### config.mk
export PLATFORM = sky130hd
export DESIGN_NAME = sync_lock_qual
export DESIGN_NICKNAME = d
export VERILOG_FILES = /design/src/rtl/slq_pkg.sv /design/src/rtl/slq_glitch.sv /design/src/rtl/slq_period.sv /design/src/rtl/slq_lock.sv /design/src/rtl/slq_restore.sv /design/src/rtl/sync_lock_qual.sv
export SDC_FILE = /design/constraint.sdc
export NUM_CORES = 1
export LEC_CHECK = 0
export ABC_AREA = 1
export BUFFER_PORTS_ARGS = -buffer_cell sky130_fd_sc_hd__buf_2
export CELL_PAD_IN_SITES_DETAIL_PLACEMENT = 1
export CELL_PAD_IN_SITES_GLOBAL_PLACEMENT = 1
export CORE_AREA = 3 3 59 88
export DETAILED_ROUTE_END_ITERATION = 10
export DIE_AREA = 0 0 62 91
export GPL_TIMING_DRIVEN = 1
export PLACE_DENSITY = 0.77
export SLEW_MARGIN = 20
export SYNTH_ARGS = -nofsm -noshare
export SYNTH_HDL_FRONTEND = slang
export SYNTH_SLANG_ARGS = --single-unit
### constraint.sdc
create_clock -name clk -period 1.4 [get_ports clk]
set_input_delay 0.21 -clock clk [delete_from_list [all_inputs] [get_ports clk]]
set_output_delay 0.21 -clock clk [all_outputs]
set_load 0.02 [all_outputs]
### src/rtl/slq_pkg.sv
package slq_pkg;

  typedef enum logic [1:0] {
    LINE_NONE = 2'd0,
    LINE_GOOD = 2'd1,
    LINE_BAD  = 2'd2
  } line_evt_e;

  // spacing measured between two sync leading edges lies inside the window
  function automatic logic spacing_ok(input int unsigned meas,
                                      input int unsigned nom,
                                      input int unsigned tol);
    return ((meas + tol) >= nom) && (meas <= (nom + tol));
  endfunction

  // clock count after the last edge at which a missing line is declared
  function automatic int unsigned timeout_count(input int unsigned nom,
                                                input int unsigned tol);
    return nom + tol + 1;
  endfunction

  // substitute restore strobe is active in the head of each free-running cycle
  function automatic logic strobe_phase(input int unsigned phase,
                                        input int unsigned width);
    return phase < width;
  endfunction

endpackage

### src/rtl/slq_glitch.sv
module slq_glitch #(
  parameter int unsigned FILT_LEN = 16
) (
  input  logic clk,
  input  logic rst_n,
  input  logic filt_en,
  input  logic sync_n,
  output logic filt_sync
);
  localparam int unsigned CW = (FILT_LEN > 1) ? $clog2(FILT_LEN + 1) : 1;

  logic          held;
  logic [CW-1:0] run;

  always_ff @(posedge clk or negedge rst_n) begin
    if (!rst_n) begin
      held <= 1'b1;
      run  <= '0;
    end else if (!filt_en) begin
      held <= sync_n;
      run  <= '0;
    end else if (sync_n != held) begin
      if (run == CW'(FILT_LEN - 1)) begin
        held <= sync_n;
        run  <= '0;
      end else begin
        run <= run + 1'b1;
      end
    end else begin
      run <= '0;
    end
  end

  assign filt_sync = filt_en ? held : sync_n;

endmodule

### src/rtl/slq_period.sv
module slq_period
  import slq_pkg::*;
#(
  parameter int unsigned NOM_PERIOD = 508,
  parameter int unsigned WIN_TOL    = 32
) (
  input  logic clk,
  input  logic rst_n,
  input  logic filt_sync,
  output logic good_evt,
  output logic bad_evt
);
  localparam int unsigned LATE = timeout_count(NOM_PERIOD, WIN_TOL);
  localparam int unsigned SW   = $clog2(LATE + 1);

  logic          prev_lvl;
  logic          ref_ok;
  logic [SW-1:0] since;
  logic          fall;
  logic          late;
  logic          in_win;
  line_evt_e     evt;

  assign fall   = prev_lvl & ~filt_sync;
  assign late   = (since == SW'(LATE));
  assign in_win = spacing_ok(32'(since), NOM_PERIOD, WIN_TOL);

  always_comb begin
    evt = LINE_NONE;
    if (fall) begin
      if (ref_ok) evt = in_win ? LINE_GOOD : LINE_BAD;
    end else if (late) begin
      evt = LINE_BAD;
    end
  end

  always_ff @(posedge clk or negedge rst_n) begin
    if (!rst_n) begin
      prev_lvl <= 1'b1;
      ref_ok   <= 1'b0;
      since    <= '0;
    end else begin
      prev_lvl <= filt_sync;
      if (fall) begin
        since  <= SW'(1);
        ref_ok <= 1'b1;
      end else if (late) begin
        since  <= SW'(1);
        ref_ok <= 1'b0;
      end else begin
        since <= since + 1'b1;
      end
    end
  end

  assign good_evt = (evt == LINE_GOOD);
  assign bad_evt  = (evt == LINE_BAD);

endmodule

### src/rtl/slq_lock.sv
module slq_lock #(
  parameter int unsigned LOCK_LINES = 8,
  parameter int unsigned DROP_LINES = 4
) (
  input  logic clk,
  input  logic rst_n,
  input  logic good_evt,
  input  logic bad_evt,
  output logic los
);
  localparam int unsigned GW = $clog2(LOCK_LINES + 1);
  localparam int unsigned BW = $clog2(DROP_LINES + 1);

  logic          locked;
  logic [GW-1:0] good_run;
  logic [BW-1:0] bad_run;

  always_ff @(posedge clk or negedge rst_n) begin
    if (!rst_n) begin
      locked   <= 1'b0;
      good_run <= '0;
      bad_run  <= '0;
    end else if (!locked) begin
      bad_run <= '0;
      if (bad_evt) begin
        good_run <= '0;
      end else if (good_evt) begin
        if (good_run == GW'(LOCK_LINES - 1)) begin
          locked   <= 1'b1;
          good_run <= '0;
        end else begin
          good_run <= good_run + 1'b1;
        end
      end
    end else begin
      good_run <= '0;
      if (good_evt) begin
        bad_run <= '0;
      end else if (bad_evt) begin
        if (bad_run == BW'(DROP_LINES - 1)) begin
          locked  <= 1'b0;
          bad_run <= '0;
        end else begin
          bad_run <= bad_run + 1'b1;
        end
      end
    end
  end

  assign los = ~locked;

endmodule

### src/rtl/slq_restore.sv
module slq_restore
  import slq_pkg::*;
#(
  parameter int unsigned NOM_PERIOD = 508,
  parameter int unsigned STROBE_W   = 32
) (
  input  logic clk,
  input  logic rst_n,
  input  logic los,
  output logic bp_strobe
);
  localparam int unsigned PW = $clog2(NOM_PERIOD);

  logic [PW-1:0] phase;

  always_ff @(posedge clk or negedge rst_n) begin
    if (!rst_n)                           phase <= '0;
    else if (phase == PW'(NOM_PERIOD - 1)) phase <= '0;
    else                                  phase <= phase + 1'b1;
  end

  assign bp_strobe = los & strobe_phase(32'(phase), STROBE_W);

endmodule

### src/rtl/sync_lock_qual.sv
module sync_lock_qual #(
  parameter int unsigned NOM_PERIOD = 508,
  parameter int unsigned WIN_TOL    = 32,
  parameter int unsigned FILT_LEN   = 16,
  parameter int unsigned LOCK_LINES = 8,
  parameter int unsigned DROP_LINES = 4,
  parameter int unsigned STROBE_W   = 32
) (
  input  logic clk,
  input  logic rst_n,
  input  logic sync_n,
  input  logic filt_en,
  output logic los,
  output logic blank_en,
  output logic bp_strobe
);
  // internal events brought out by name for the bound checker
  logic filt_sync;
  logic good_evt;
  logic bad_evt;

  slq_glitch #(.FILT_LEN(FILT_LEN)) i_glitch (
    .clk(clk), .rst_n(rst_n), .filt_en(filt_en), .sync_n(sync_n),
    .filt_sync(filt_sync)
  );

  slq_period #(.NOM_PERIOD(NOM_PERIOD), .WIN_TOL(WIN_TOL)) i_period (
    .clk(clk), .rst_n(rst_n), .filt_sync(filt_sync),
    .good_evt(good_evt), .bad_evt(bad_evt)
  );

  slq_lock #(.LOCK_LINES(LOCK_LINES), .DROP_LINES(DROP_LINES)) i_lock (
    .clk(clk), .rst_n(rst_n), .good_evt(good_evt), .bad_evt(bad_evt),
    .los(los)
  );

  slq_restore #(.NOM_PERIOD(NOM_PERIOD), .STROBE_W(STROBE_W)) i_restore (
    .clk(clk), .rst_n(rst_n), .los(los), .bp_strobe(bp_strobe)
  );

  assign blank_en = los;

endmodule

# After elaboration in Yosys (flattened, before gate mapping)
# Index checks and enable logic that the tools add are counted.
dict set report totals {
  regBits 35
  in_bits 4
  output_inout_bits 3
}
dict set report op_classes {
  add_sub_neg 6
  magnitude_cmp 3
  eq_ne 11
  muxes 31
  n_bitwise 4
  n_reduce_logical 4
}
# operator count
set op_table {}
lappend op_table {{32-bit by 9-bit >= comparator with 1-bit output (second input constant)} 1}
lappend op_table {{10-bit 2-to-1 mux} 2}
lappend op_table {{4-bit 2-to-1 mux} 4}
lappend op_table {{5-bit 2-to-1 mux} 3}
lappend op_table {{1-bit 2-to-1 mux} 13}
lappend op_table {{3-bit 2-to-1 mux} 4}
lappend op_table {{10-bit by 6-bit adder with 11-bit output (second input constant)} 1}
lappend op_table {{10-bit by 1-bit adder with 10-bit output (second input constant)} 1}
lappend op_table {{10-bit equality test (second input constant)} 1}
lappend op_table {{10-bit <= comparator (second input constant)} 1}
lappend op_table {{9-bit by 1-bit adder with 9-bit output (second input constant)} 1}
lappend op_table {{9-bit equality test (second input constant)} 1}
lappend op_table {{9-bit by 6-bit less-than comparator with 1-bit output (second input constant)} 1}
lappend op_table {{9-bit 2-to-1 mux} 1}
lappend op_table {{2-bit 2-to-1 mux} 4}
lappend op_table {{5-bit by 1-bit adder with 5-bit output (second input constant)} 1}
lappend op_table {{5-bit by 4-bit equality test with 1-bit output (second input constant)} 1}
lappend op_table {{4-bit by 1-bit adder with 4-bit output (second input constant)} 1}
lappend op_table {{4-bit by 3-bit equality test with 1-bit output (second input constant)} 1}
lappend op_table {{2-bit by 1-bit inequality test with 1-bit output (second input constant)} 2}
lappend op_table {{3-bit by 1-bit adder with 3-bit output (second input constant)} 1}
lappend op_table {{3-bit by 2-bit equality test with 1-bit output (second input constant)} 1}
lappend op_table {{3-bit inequality test (second input constant)} 1}
lappend op_table {{3-bit nonzero test} 1}
lappend op_table {{other kinds (8)} 10}

# Longest topological paths before layout
# Gate-level depths: netlist (run 1).
dict set report logic_depth {
  depth_word 10
  mapped_depth 12
}

# Modules after synthesis
# Synthesis (run 1) repeated with hierarchy kept, for this count alone.
dict set report hier_totals {
  hier_cells 249
  area_unflattened_um2 1951.9
}
# module instances cells_per_inst area_per_inst_um2 seq_area_each_um2
set by_module_without_submodules {}
lappend by_module_without_submodules {slq_period 1 100 747.0 301.5}
lappend by_module_without_submodules {slq_restore 1 58 478.0 225.2}
lappend by_module_without_submodules {slq_lock 1 52 417.9 200.2}
lappend by_module_without_submodules {slq_glitch 1 38 301.5 151.4}
lappend by_module_without_submodules {sync_lock_qual 1 1 7.5 0.0}

# Least setup slack after synthesis (run 1)
# No wires, ideal clock.
dict set report synth_timing {
  path_type {register -> register}
  startpoint {register i_period.since[5]}
  endpoint {register i_lock.locked}
  arrival_ps 1399
  required_ps 1283
  setup_slack_ps -116
  stages_incl_launch_ff 12
  cell_sequence {dfrtp_1 -> ha_1 -> nand2_1 -> inv_1 -> nor2_1 -> nand2_4 -> nand2_4 -> nand2_4 -> nand2_4 -> nand2_1 -> nand2_1 -> nand2_1}
}
dict set report synth_between {
  elab_chain_cells 10
}
# element line_no
set synth_rtl {}
lappend synth_rtl {{start: declaration} slq_period.sv:18} ;# logic [SW-1:0] since;
lappend synth_rtl {{start signal: assignment} slq_period.sv:51} ;# since <= since + 1'b1;
lappend synth_rtl {{10-bit by 6-bit adder with 11-bit output} slq_pkg.sv:13} ;# return ((meas + tol) >= nom) && (meas <= (nom + tol));
lappend synth_rtl {{32-bit by 9-bit >= comparator with 1-bit output} slq_pkg.sv:13}
lappend synth_rtl {{1-bit logical AND} slq_pkg.sv:13}
lappend synth_rtl {{2-bit 2-to-1 mux (2 in a row)} slq_period.sv:31} ;# if (ref_ok) evt = in_win ? LINE_GOOD : LINE_BAD;
lappend synth_rtl {{2-bit 2-to-1 mux (*)} slq_period.sv:30} ;# if (fall) begin
lappend synth_rtl {{2-bit by 1-bit equality test with 1-bit output / 2-bit equality test (equally long branches)} {slq_period.sv:56, slq_period.sv:57}}
lappend synth_rtl {{1-bit 2-to-1 mux, on equally long branches} {slq_lock.sv:27, slq_lock.sv:39}}
lappend synth_rtl {{1-bit 2-to-1 mux, on equally long branches} {slq_lock.sv:25, slq_lock.sv:37}}
lappend synth_rtl {{1-bit 2-to-1 mux (*)} slq_lock.sv:23} ;# end else if (!locked) begin
lappend synth_rtl {{end signal: assignment} slq_lock.sv:20} ;# locked <= 1'b0;
lappend synth_rtl {{end signal: assignment} slq_lock.sv:29} ;# locked <= 1'b1;
lappend synth_rtl {{end signal: assignment} slq_lock.sv:41} ;# locked <= 1'b0;
lappend synth_rtl {{end: declaration} slq_lock.sv:14} ;# logic locked;
# Every way passes the cells marked *; elsewhere a longest branch is shown, timed or not.
# A chain may end at the register's enable or synchronous reset.

# Worst setup path in the final report (run 1)
dict set report layout_timing {
  startpoint {register i_period.since[5]}
  endpoint {register i_lock.bad_run[2]}
}
dict set report layout_between {
  elab_chain_cells 9
}
# element line_no
set layout_rtl {}
lappend layout_rtl {{10-bit by 6-bit adder with 11-bit output} slq_pkg.sv:13}
lappend layout_rtl {{32-bit by 9-bit >= comparator with 1-bit output} slq_pkg.sv:13}
lappend layout_rtl {{1-bit logical AND} slq_pkg.sv:13}
lappend layout_rtl {{2-bit 2-to-1 mux (2 in a row)} slq_period.sv:31}
lappend layout_rtl {{2-bit 2-to-1 mux (*)} slq_period.sv:30}
lappend layout_rtl {{2-bit by 1-bit equality test with 1-bit output} slq_period.sv:56} ;# assign good_evt = (evt == LINE_GOOD);
lappend layout_rtl {{3-bit 2-to-1 mux} slq_lock.sv:37} ;# if (good_evt) begin
lappend layout_rtl {{3-bit 2-to-1 mux} slq_lock.sv:23}
lappend layout_rtl {{end signal: assignment} slq_lock.sv:44} ;# bad_run <= bad_run + 1'b1;
lappend layout_rtl {{end: declaration} slq_lock.sv:16} ;# logic [BW-1:0] bad_run;
# Marks and branches as above.

==> reports/qor.csv, run 1 <==
metric,value,unit
status,finished with violations,
failed_checks,negative setup slack,
io_pins,7,
worst_setup_path_end_kind,flop,
synth_ff_type,dfrtp_1,
max_slew.worst_pin.slew,0.349,ns
cpPeakStageDelay,0.47,ns
final_hold_viol_count,0,
synthArstFlopShare,100,%
hold_start,sync_n,
synthMuxAreaShare,0.600,%
setup_ws,-0.197,ns
fp.coreArea,0.00454,mm^2
die_w,62,um
synth.top_cells.by_area,"dfrtp_1 44%, nand2_1 7.4%, nor2_1 6.0%",
final_util,57.2,%
grt_pass1_wl,7560,um
crit_arrival,1.82,ns
h-tree-depth,2,
final_antenna_net_count,0,
drtPass1Iterations,4,
worstPathRequired,1.62,ns
num_vias,1607,
grt_max_degree,24,
ff2ff_path_depth,10,
clockBufferDepth,2,
skew,0.00598,ns
drc_errors,0,
die_h,91,um
fin_crit_sh,114,%
place_area,0.00212,mm^2
via_per_inst,4.94,
final_cell_mix,"32 x dfrtp_1, 27 x buf_4, 25 x nand2_1, 22 x nor2_1, 21 x inv_1",
crit_top_cell,nand2_4,
insertedDiodeCount,0,
gp_congestion,0.743,
drv_cap,0,
finalMaxSlewViolations,0,
seq_area,880,um^2
clock_latency,0.29,ns
dieArea,0.00564,mm^2
setup_violations,14,
final_nets,272,
cts.sinks,35,
reg2reg_from,i_period.since[5]$_DFF_PN0_,
power_per_cell_area,1130,mW/mm^2
rows,30,
max_clock_freq,0.626,GHz
synth_top_area_share,44.0,%
synth-seq-cells,35,
cts-root-buf,clkbuf_8,
antenna_found_initial,0,
drive_above_1_share,43.3,%
stdcell_area,0.00260,mm^2
synth_nets,227,
cts_buffers,5,
drt-wirelength-per-cell,15.6,um
port_buffers,6,
wl,5080,um
final_common_cell,dfrtp_1,
synth_area,0.00188,mm^2
synthDistinctLibCells,30,
path_clk_slew,0.08,ns
grt.overflow.total,0,
start_util,41.3,%
syn_inst,215,
period_needed,1.60,ns
critPathMaxFanout,5,
total_leakage_power,1.22,nW
first_global_vias,1683,
ys_warn_count,0,
cts_tree,built,
ys_seq_area_share,46.8,%
synthXorXnorAreaFrac,4.67,%
grt_util_all_layers,18.2,%
synth_compound_area_share,5.00,%
synth_edf_count,0,
syn_avg_cell_area,8.73,um^2
maxSlewHeadroom,76.7,%
hpwl,3240,um
synth_top_family_by_area,simple AND/OR/NAND/NOR gates,
synth-adder-area-share,5.33,%
drtIter0Drc,36,
cp-startpoint,i_period.since[5]$_DFF_PN0_,
min_path_type,input pin to flop,
rsz0062_at_grt,yes,
synth-simple-area-share,31.4,%
vdd_drop_max,0.865,mV
min_path_cells,3,
synth.largest_area_cell,dfrtp_1,
hold_ws,0.187,ns
syn_to_final_growth,38.5,%
slowest_stage,dfrtp_2,
multi_input_area,0.00108,mm^2
cp-start-kind,flop,
fill_cells,525,
critPathKind,flop to flop,
path_cells,ha_4 > inv_2 > nor2_2 > nand2_2 > nand2_4 > nand2_4 > nand2_4 > nand2_4 > buf_4 > a21oi_2,
per-layer routing:
| metal | global-route usage, % | up-vias | wire (um) |
|---|---|---|---|
| met1 | 20.3 | 803 | 1920 |
| li1 | - | 776 | - |
| met3 | 3.41 | 12 | 88 |
| met4 | 9.91 | 0 | 121 |
| met2 | 30.5 | 16 | 2950 |
| met5 | 0 | - | 0 |
critical path, delay by kind of cell, from the launching register on:
kind                     cells  cell delay, ns
AND/OR/NAND/NOR              6            0.48
flip-flops                   1            0.47
adder cells (fa/ha/maj)      1            0.28
buffers and inverters        2            0.18
AO/OA/AOI/OAI                1            0.11
Yosys cell counts (4+ instances only):
cell and count:
ha_1 8, nor3_1 7, nand3_1 13, dfrtp_1 33, inv_1 25, nand2_1 37, nand2_4 4, inv_2 4
nor2_1 30, nand2_2 4, o21ai_0 4, nor2_2 6, xor2_1 7, a21oi_1 8
registers in the layout (all words and copies together) (netlist names):
register / count
i_lock.locked: 1
i_glitch.held: 1
i_lock.good_run: 4
i_period.ref_ok: 1
i_lock.bad_run: 3
i_restore.phase: 9
i_glitch.run: 5
i_period.since: 10
i_period.prev_lvl: 1
metrics by stage:
| step | worst slack [ns] | power (mW) | instances | setup TNS [ns] |
|---|---|---|---|---|
| after global routing | -0.280 | 3.08 | 325 | -3.45 |
| after floorplan | -0.0126 | 1.37 | 215 | -0.0252 |
| after detailed placement | -0.137 | 1.54 | 299 | -0.871 |
| after global placement | -0.0810 | 1.51 | 299 | -0.445 |
| after CTS | -0.154 | 2.72 | 310 | -1.40 |
| final | -0.197 | 2.93 | 325 | -1.30 |
cell families after synthesis:
logic type	after synthesis
AO/OA/AOI/OAI	17
XOR/XNOR	10
adder cells (fa/ha/maj)	8
buffers and inverters	30
flip-flops	35
multiplexers	1
AND/OR/NAND/NOR	114
worst paths after layout:
path                                                 endpoint  slack [ns]
worst max register to register  i_lock.bad_run[2]$_DFFE_PN0P_       -0.20
max in group asynchronous           i_glitch.held$_DFFE_PN1P_        0.54
worst min register to register      i_glitch.run[0]$_DFF_PN0_        0.46
min in group asynchronous         i_period.since[5]$_DFF_PN0_        0.35
worst min-delay path              i_period.prev_lvl$_DFF_PN1_        0.19
worst max-delay path            i_lock.bad_run[2]$_DFFE_PN0P_       -0.20
cell type report:
| cell class | count | share of cell area (%) |
|---|---|---|
| Timing Repair Buffer | 39 | 12.1 |
| Clock inverter | 3 | 2.60 |
| Multi-Input combinational cell | 150 | 41.4 |
| Inverter | 29 | 4.38 |
| Tap cell | 64 | 3.08 |
| Clock buffer | 5 | 2.65 |
| Sequential cell | 35 | 33.8 |
what timing repair did:
item | in CTS | in global routing
hold buffers | 1 | 0
setup endpoints to repair | 14 | 25
buffers inserted | 3 | 15
resized for setup | 16 | 43
endpoints found under the hold margin | 12 | 0
pin swaps | 6 | 20
power breakdown:
group	total [mW]	internal (mW)	switching, mW	leakage (nW)
clock network	1.10	0.710	0.394	0.0644
logic	0.687	0.320	0.367	0.702
registers	1.14	1.08	0.0568	0.455
total	2.93	2.11	0.818	1.22
No activity file was read; power rests on OpenSTA's default activity.
==> run 2: changes to the inputs <==
--- a/config.mk
+++ b/config.mk
@@ -5,16 +5,16 @@
 export SDC_FILE = /design/constraint.sdc
 export NUM_CORES = 1
 export LEC_CHECK = 0
-export ABC_AREA = 1
 export BUFFER_PORTS_ARGS = -buffer_cell sky130_fd_sc_hd__buf_2
 export CELL_PAD_IN_SITES_DETAIL_PLACEMENT = 1
 export CELL_PAD_IN_SITES_GLOBAL_PLACEMENT = 1
-export CORE_AREA = 3 3 59 88
+export CORE_AREA = 3 3 57 85
 export DETAILED_ROUTE_END_ITERATION = 10
-export DIE_AREA = 0 0 62 91
+export DIE_AREA = 0 0 60 88
 export GPL_TIMING_DRIVEN = 1
-export PLACE_DENSITY = 0.77
+export PLACE_DENSITY = 0.75
 export SLEW_MARGIN = 20
 export SYNTH_ARGS = -nofsm -noshare
 export SYNTH_HDL_FRONTEND = slang
 export SYNTH_SLANG_ARGS = --single-unit
+export TNS_END_PERCENT = 20
==> run 2 against run 1 <==
  * The flow still finishes with violations (negative setup slack)
  * Non-clock buffer count decreased by 1
  * Synthesized area decreased by 6.3%
  * Die area shrank 6.4%
  * Design area down 13%
  * Wire length is 13% lower
  * Total power decreased by 21%
  * Register-to-register slack got worse by 0.34 ns
  * Clock-buffer cell count up 2
  * Critical path type unchanged
  * Largest cell class unchanged
==> reports/qor.csv, run 2 <==
metric,value,unit,change
via_per_inst,5.48,,was 4.94
dieArea,0.00528,mm^2,was 0.00564 mm^2
drc_errors,0,,unchanged
synth_area,0.00176,mm^2,was 0.00188 mm^2
vdd_drop_max,0.770,mV,was 0.865 mV
insertedDiodeCount,0,,unchanged
clock_latency,0.29,ns,about the same
place_area,0.00205,mm^2,was 0.00212 mm^2
first_global_vias,1638,,"was 1,683"
drtIter0Drc,27,,was 36
final_util,53.8,%,was 57.2%
synthArstFlopShare,100,%,unchanged
final_nets,223,,was 272
drv_cap,0,,unchanged
antenna_found_initial,0,,unchanged
grt_max_degree,20,,was 24
final_common_cell,dfrtp_1,,unchanged
synth-seq-cells,35,,unchanged
fin_crit_sh,138,%,was 114%
worst_setup_path_end_kind,flop,,unchanged
largest_registers,"i_period.since x10, i_restore.phase x9, i_glitch.run x5",,unchanged
fp.coreArea,0.00421,mm^2,was 0.00454 mm^2
cts.sinks,35,,unchanged
cts-root-buf,clkbuf_8,,unchanged
cp-start-kind,flop,,unchanged
wl,4410,um,was 5080 um
synth_nets,181,,was 227
critPathKind,flop to flop,,unchanged
syn_avg_cell_area,10.4,um^2,was 8.73 um^2
status,finished with violations,,unchanged
die_h,88,um,was 91 um
regMostFlops,i_period.since,,unchanged
maxSlewHeadroom,73.2,%,was 76.7%
power_per_cell_area,1020,mW/mm^2,was 1130 mW/mm^2
path_clk_slew,0.08,ns,about the same
met1_length,1490,um,was 1920 um
final_cell_mix,"33 x dfrtp_1, 28 x buf_4, 25 x nor2_1, 11 x nand3_1, 11 x xor2_1",,"was 32 x dfrtp_1, 27 x buf_4, 25 x nand2_1, 22 x nor2_1, 21 x inv_1"
h-tree-depth,2,,unchanged
stdcell_area,0.00226,mm^2,was 0.00260 mm^2
grt_util_all_layers,19.2,%,was 18.2%
clockBufferDepth,2,,unchanged
hold_ws,0.201,ns,was 0.187 ns
gp_congestion,0.889,,was 0.743
drtPass1Iterations,5,,was 4
ys_seq_area_share,50.0,%,was 46.8%
finalMaxSlewViolations,0,,unchanged
top_layer,met4,,unchanged
min_path_type,input pin to flop,,unchanged
largest_reg_flops,10,,unchanged
drive_above_1_share,29.2,%,was 43.3%
setup_violations,19,,was 14
synth_top_area_share,47.0,%,was 44.0%
failed_checks,negative setup slack,,unchanged
rsz0062_at_grt,yes,,unchanged
port_buffers,6,,unchanged
dr_wl_met3,91,um,was 88 um
max_slew.worst_pin.slew,0.402,ns,was 0.349 ns
fill_cells,463,,was 525
rows,29,,was 30
hpwl,3410,um,was 3240 um
critPathMaxFanout,4,,was 5
die_w,60,um,was 62 um
final_antenna_net_count,0,,unchanged
synth_commonest_cells,"33 x dfrtp_1, 25 x nor2_1, 12 x nand3_1",,"was 37 x nand2_1, 33 x dfrtp_1, 30 x nor2_1"
synth_ff_type,dfrtp_1,,unchanged
num_vias,1413,,"was 1,607"
wl_met2,2640,um,was 2950 um
period_needed,1.94,ns,was 1.60 ns
synth.largest_area_cell,dfrtp_1,,unchanged
max_clock_freq,0.517,GHz,was 0.626 GHz
cts_buffers,5,,unchanged
grt.overflow.total,0,,unchanged
syn_inst,169,,was 215
tns,-4.78,ns,was -1.30 ns
syn_to_final_growth,28.8,%,was 38.5%
start_util,41.8,%,was 41.3%
multi_input_area,915,um^2,was 0.00108 mm^2
total_leakage_power,1.05,nW,was 1.22 nW
skew,0.0122,ns,was 0.00598 ns
grt_pass1_wl,7430,um,was 7560 um
yosys.cell_count.top_type,dfrtp_1,,was nand2_1
io_pins,7,,unchanged
synth_edf_count,0,,unchanged
ys_warn_count,0,,unchanged
setup_ws,-0.536,ns,was -0.197 ns
final_hold_viol_count,0,,unchanged
worstPathRequired,1.60,ns,was 1.62 ns
synth.top_cells.by_area,"dfrtp_1 47%, ha_1 5.7%, xor2_1 5.5%",,"was dfrtp_1 44%, nand2_1 7.4%, nor2_1 6.0%"
drt-wirelength-per-cell,17.1,um,was 15.6 um
crit_arrival,2.13,ns,was 1.82 ns
synthDistinctLibCells,39,,was 30
cts_tree,built,,unchanged
seq_area,878,um^2,was 880 um^2
==> run 2: cell families (layout without fill, tap and decap cells) <==
kind of cell	Yosys count	count (layout)	synth area share (%)
xor gates and xnor gates	18	18	8.97
adders and majority gates	8	8	5.69
AOI/OAI and AO/OA	15	15	6.05
and+or+nand+nor	80	80	24.4
muxes	4	4	2.35
DFF	35	35	50.0
buffers and inverters	9	52	2.56
==> run 2: critical path, cell delays in order (launching register included) <==
cell     delay [ns]
dfrtp_1        0.40
ha_1           0.29
nor2b_4        0.12
a221o_1        0.24
nand4_1        0.28
xor2_1         0.26
nor4_4         0.25
==> run 2: repair_timing <==
item / CTS / global route
pin swaps: 10 / 5
hold buffers: 1 / 0
buffers inserted: 1 / 1
gates resized for setup: 10 / 12
hold endpoints to repair: 15 / 0
setup endpoints to repair: 24 / 31
==> run 2: layer usage <==
metal,track usage (%),up-vias
li1,-,671
met1,17.4,705
met2,36.9,21
met3,4.57,16
met4,10.9,0
met5,0,-
==> run 2: cell type report <==
type / count / area share [%]
clock buffer: 7 / 3.81
clock inverter: 1 / 0.221
inverter: 6 / 0.995
multi-input combinational: 125 / 40.4
sequential: 35 / 38.8
tap: 46 / 2.54
timing repair buffer: 38 / 13.2
==> run 2: path summary, 6_finish.rpt <==
path,from,end,slack (ns),cells past startpoint
worst max-delay path,i_period.since[6]$_DFF_PN0_,i_lock.good_run[0]$_DFFE_PN0P_,-0.54,6
worst min-delay path,filt_en,i_glitch.run[2]$_DFF_PN0_,0.20,3
worst max register to register,i_period.since[6]$_DFF_PN0_,i_lock.good_run[0]$_DFFE_PN0P_,-0.54,6
worst min register to register,i_restore.phase[0]$_DFF_PN0_,i_restore.phase[0]$_DFF_PN0_,0.46,1
max in group asynchronous,rst_n,i_period.prev_lvl$_DFF_PN1_,0.49,3
min in group asynchronous,rst_n,i_glitch.run[2]$_DFF_PN0_,0.40,2
==> run 2: stage by stage <==
stage,std cells,worst slack [ns],total power [mW]
2_1_floorplan,169,-0.386,1.31
6_report,258,-0.536,2.32
3_5_place_dp,247,-0.579,1.54
5_1_grt,258,-0.627,2.46
4_1_cts,257,-0.533,2.33
3_3_place_gp,247,-0.512,1.49
==> run 2: report_power, final <==
group | switching [mW] | internal [mW] | total [mW]
Sequential | 0.0366 | 1.08 | 1.12
Clock | 0.358 | 0.397 | 0.755
Combinational | 0.218 | 0.228 | 0.446
==> run 3: changes to the inputs <==
--- a/config.mk
+++ b/config.mk
@@ -8,13 +8,15 @@
 export BUFFER_PORTS_ARGS = -buffer_cell sky130_fd_sc_hd__buf_2
 export CELL_PAD_IN_SITES_DETAIL_PLACEMENT = 1
 export CELL_PAD_IN_SITES_GLOBAL_PLACEMENT = 1
-export CORE_AREA = 3 3 57 85
+export CORE_AREA = 3 3 57 86
 export DETAILED_ROUTE_END_ITERATION = 10
-export DIE_AREA = 0 0 60 88
+export DIE_AREA = 0 0 60 89
 export GPL_TIMING_DRIVEN = 1
-export PLACE_DENSITY = 0.75
+export PLACE_DENSITY = 0.76
+export RECOVER_POWER = 25
 export SLEW_MARGIN = 20
 export SYNTH_ARGS = -nofsm -noshare
 export SYNTH_HDL_FRONTEND = slang
+export SYNTH_HIERARCHICAL = 1
 export SYNTH_SLANG_ARGS = --single-unit
 export TNS_END_PERCENT = 20
==> run 3 against run 2 <==
  * The flow still finishes with violations (negative setup slack)
  * Via count increased by 4.1%
  * Sequential cell count unchanged
  * Maximum frequency rose by 1.6%
  * Core utilization is 2.9 points higher
  * Clock-buffer cell count down 2
  * Die area up 1.1%
  * Largest power group unchanged
  * Synthesized cell count rose by 3.0%
  * Total power up 8.5%
  * Critical path depth rose by 1
  * Critical path type unchanged
  * Global-route usage up 0.35 points
==> reports/qor.csv, run 3 <==
metric,value,unit,change
status,finished with violations,,unchanged
failed_checks,negative setup slack,,unchanged
rows,29,,unchanged
max_slew.worst_pin.slew,0.875,ns,was 0.402 ns
ys_seq_area_share,49.0,%,was 50.0%
power_per_cell_area,1050,mW/mm^2,was 1020 mW/mm^2
rsz0062_at_grt,yes,,unchanged
clock_latency,0.29,ns,about the same
critPathKind,flop to flop,,unchanged
synth-seq-cells,35,,unchanged
final_nets,230,,was 223
synth.largest_area_cell,dfrtp_1,,unchanged
num_vias,1471,,"was 1,413"
fin_crit_sh,136,%,was 138%
fill_cells,463,,unchanged
drive_above_1_share,37.0,%,was 29.2%
crit_arrival,2.10,ns,was 2.13 ns
largest_registers,"i_period/since x10, i_restore/phase x9, i_glitch/run x5",,"was i_period.since x10, i_restore.phase x9, i_glitch.run x5"
cts.sinks,35,,unchanged
ys_warn_count,6,,was 0
setup_ws,-0.506,ns,was -0.536 ns
start_util,42.6,%,was 41.8%
final_util,56.7,%,was 53.8%
final_cell_mix,"31 x buf_4, 31 x dfrtp_1, 17 x nor2_1, 17 x nand2_1, 9 x xor2_1",,"was 33 x dfrtp_1, 28 x buf_4, 25 x nor2_1, 11 x nand3_1, 11 x xor2_1"
synth_edf_count,0,,unchanged
vdd_drop_max,0.981,mV,was 0.770 mV
dieArea,0.00534,mm^2,was 0.00528 mm^2
first_global_vias,1639,,"was 1,638"
synth_area,0.00179,mm^2,was 0.00176 mm^2
die_w,60,um,unchanged
insertedDiodeCount,0,,unchanged
die_h,89,um,was 88 um
worstPathRequired,1.60,ns,about the same
cts-root-buf,clkbuf_8,,unchanged
cts_buffers,5,,unchanged
synth_top_area_share,46.1,%,was 47.0%
h-tree-depth,2,,unchanged
tns,-4.59,ns,was -4.78 ns
io_pins,7,,unchanged
fp.coreArea,0.00421,mm^2,unchanged
final_hold_viol_count,0,,unchanged
grt.overflow.total,0,,unchanged
setup_violations,21,,was 19
clockBufferDepth,2,,unchanged
hpwl,3140,um,was 3410 um
synth_ff_type,dfrtp_1,,unchanged
gp_congestion,0.763,,was 0.889
port_buffers,6,,unchanged
min_path_type,input pin to flop,,unchanged
regMostFlops,i_period/since,,was i_period.since
synth_nets,186,,was 181
critPathMaxFanout,3,,was 4
wl,4700,um,was 4410 um
worst_setup_path_end_kind,flop,,unchanged
maxSlewHeadroom,41.6,%,was 73.2%
grt_util_all_layers,19.6,%,was 19.2%
finalMaxSlewViolations,0,,unchanged
synth_commonest_cells,"33 x dfrtp_1, 18 x nand2_1, 17 x nor2_1",,"was 33 x dfrtp_1, 25 x nor2_1, 12 x nand3_1"
path_clk_slew,0.08,ns,about the same
final_antenna_net_count,0,,unchanged
total_leakage_power,1.07,nW,was 1.05 nW
synth.top_cells.by_area,"dfrtp_1 46%, ha_1 5.6%, xor2_1 4.4%",,"was dfrtp_1 47%, ha_1 5.7%, xor2_1 5.5%"
synthArstFlopShare,100,%,unchanged
skew,0.00738,ns,was 0.0122 ns
drc_errors,0,,unchanged
via_per_inst,5.55,,was 5.48
drtPass1Iterations,4,,was 5
grt_max_degree,36,,was 20
cts_tree,built,,unchanged
cp-start-kind,flop,,unchanged
drtIter0Drc,30,,was 27
drv_cap,0,,unchanged
max_clock_freq,0.525,GHz,was 0.517 GHz
largest_reg_flops,10,,unchanged
drt-wirelength-per-cell,17.7,um,was 17.1 um
syn_inst,174,,was 169
yosys.cell_count.top_type,dfrtp_1,,unchanged
synthDistinctLibCells,44,,was 39
grt_pass1_wl,7730,um,was 7430 um
syn_to_final_growth,33.1,%,was 28.8%
period_needed,1.91,ns,was 1.94 ns
syn_avg_cell_area,10.3,um^2,was 10.4 um^2
antenna_found_initial,0,,unchanged
[run 3: worst paths after layout]
| kind | depth (start not counted) | from | end | slack [ns] |
|---|---|---|---|---|
| max in group asynchronous | 3 | rst_n | i_period/since[7]$_DFF_PN0_ | 0.14 |
| max | 7 | i_period/since[6]$_DFF_PN0_ | i_lock/good_run[3]$_DFFE_PN0P_ | -0.51 |
| min reg2reg | 1 | i_restore/phase[0]$_DFF_PN0_ | i_restore/phase[0]$_DFF_PN0_ | 0.46 |
| min | 2 | sync_n | i_period/prev_lvl$_DFF_PN1_ | 0.20 |
| min in group asynchronous | 3 | rst_n | i_glitch/run[3]$_DFF_PN0_ | 0.65 |
| max reg2reg | 7 | i_period/since[6]$_DFF_PN0_ | i_lock/good_run[3]$_DFFE_PN0P_ | -0.51 |
[run 3: kinds of logic (layout without fill, tap and decap cells)]
| family | count (synthesis) | after routing | synth area share, % |
|---|---|---|---|
| muxes | 6 | 6 | 3.49 |
| xor gates and xnor gates | 14 | 14 | 6.84 |
| and+or+nand+nor | 75 | 75 | 23.2 |
| buffers and inverters | 11 | 56 | 3.14 |
| DFF | 35 | 35 | 49.0 |
| AOI/OAI and AO/OA | 25 | 25 | 8.79 |
| adders and majority gates | 8 | 8 | 5.58 |
[run 3: metrics by stage]
stage / setup slack (ns) / instances / hold slack [ns] / total power, mW / area (um^2)
6_report: -0.506 / 265 / 0.202 / 2.51 / 2390
3_5_place_dp: -0.528 / 251 / 0.275 / 1.55 / 2070
4_1_cts: -0.479 / 263 / 0.196 / 2.51 / 2290
5_1_grt: -0.550 / 265 / 0.210 / 2.63 / 2390
2_1_floorplan: -0.462 / 174 / -0.0856 / 1.33 / 1800
3_3_place_gp: -0.377 / 251 / 0.266 / 1.51 / 2070
[run 3: critical path: stages, from the launching register on]
cell	delay (ns)
dfrtp_2	0.46
ha_4	0.27
nor3b_4	0.19
o2bb2ai_2	0.10
nor2b_4	0.12
nand4_1	0.13
or3_4	0.36
a211oi_2	0.19
[run 3: power by group]
group          switching (mW)  leakage (nW)  total [mW]  internal, mW
Clock                   0.400        0.0587       0.939         0.540
Combinational           0.231         0.563       0.449         0.217
Sequential             0.0487         0.451        1.13          1.08
Total                   0.680          1.07        2.51          1.83
[run 3: per-layer routing]
metal  global-route usage (%)  vias up  part of all wire (%)
met2                     38.1       19                    60
met5                        0        -                     0
met1                     19.5      754                    36
met4                     8.06        0                   2.0
li1                         -      688                     -
met3                     3.61       10                   2.2
[run 3: final cells by class]
| class | count | area (um^2) | share of cell area [%] |
|---|---|---|---|
| repair buffers | 41 | 307 | 12.8 |
| well taps | 46 | 57.6 | 2.41 |
| flip-flops and latches | 35 | 881 | 36.9 |
| clock buffers | 5 | 68.8 | 2.88 |
| inverters | 7 | 26.3 | 1.10 |
| multi-input cells | 128 | 998 | 41.8 |
| clock inverters | 3 | 47.5 | 1.99 |
[run 3: what timing repair did]
| action | 4_1_cts | 5_1_grt |
|---|---|---|
| hold buffers | 1 | 0 |
| endpoints found under the setup margin | 21 | 28 |
| resized for setup | 14 | 22 |
| pin swaps | 5 | 7 |
| buffers inserted | 3 | 3 |
| hold endpoints to repair | 33 | 0 |
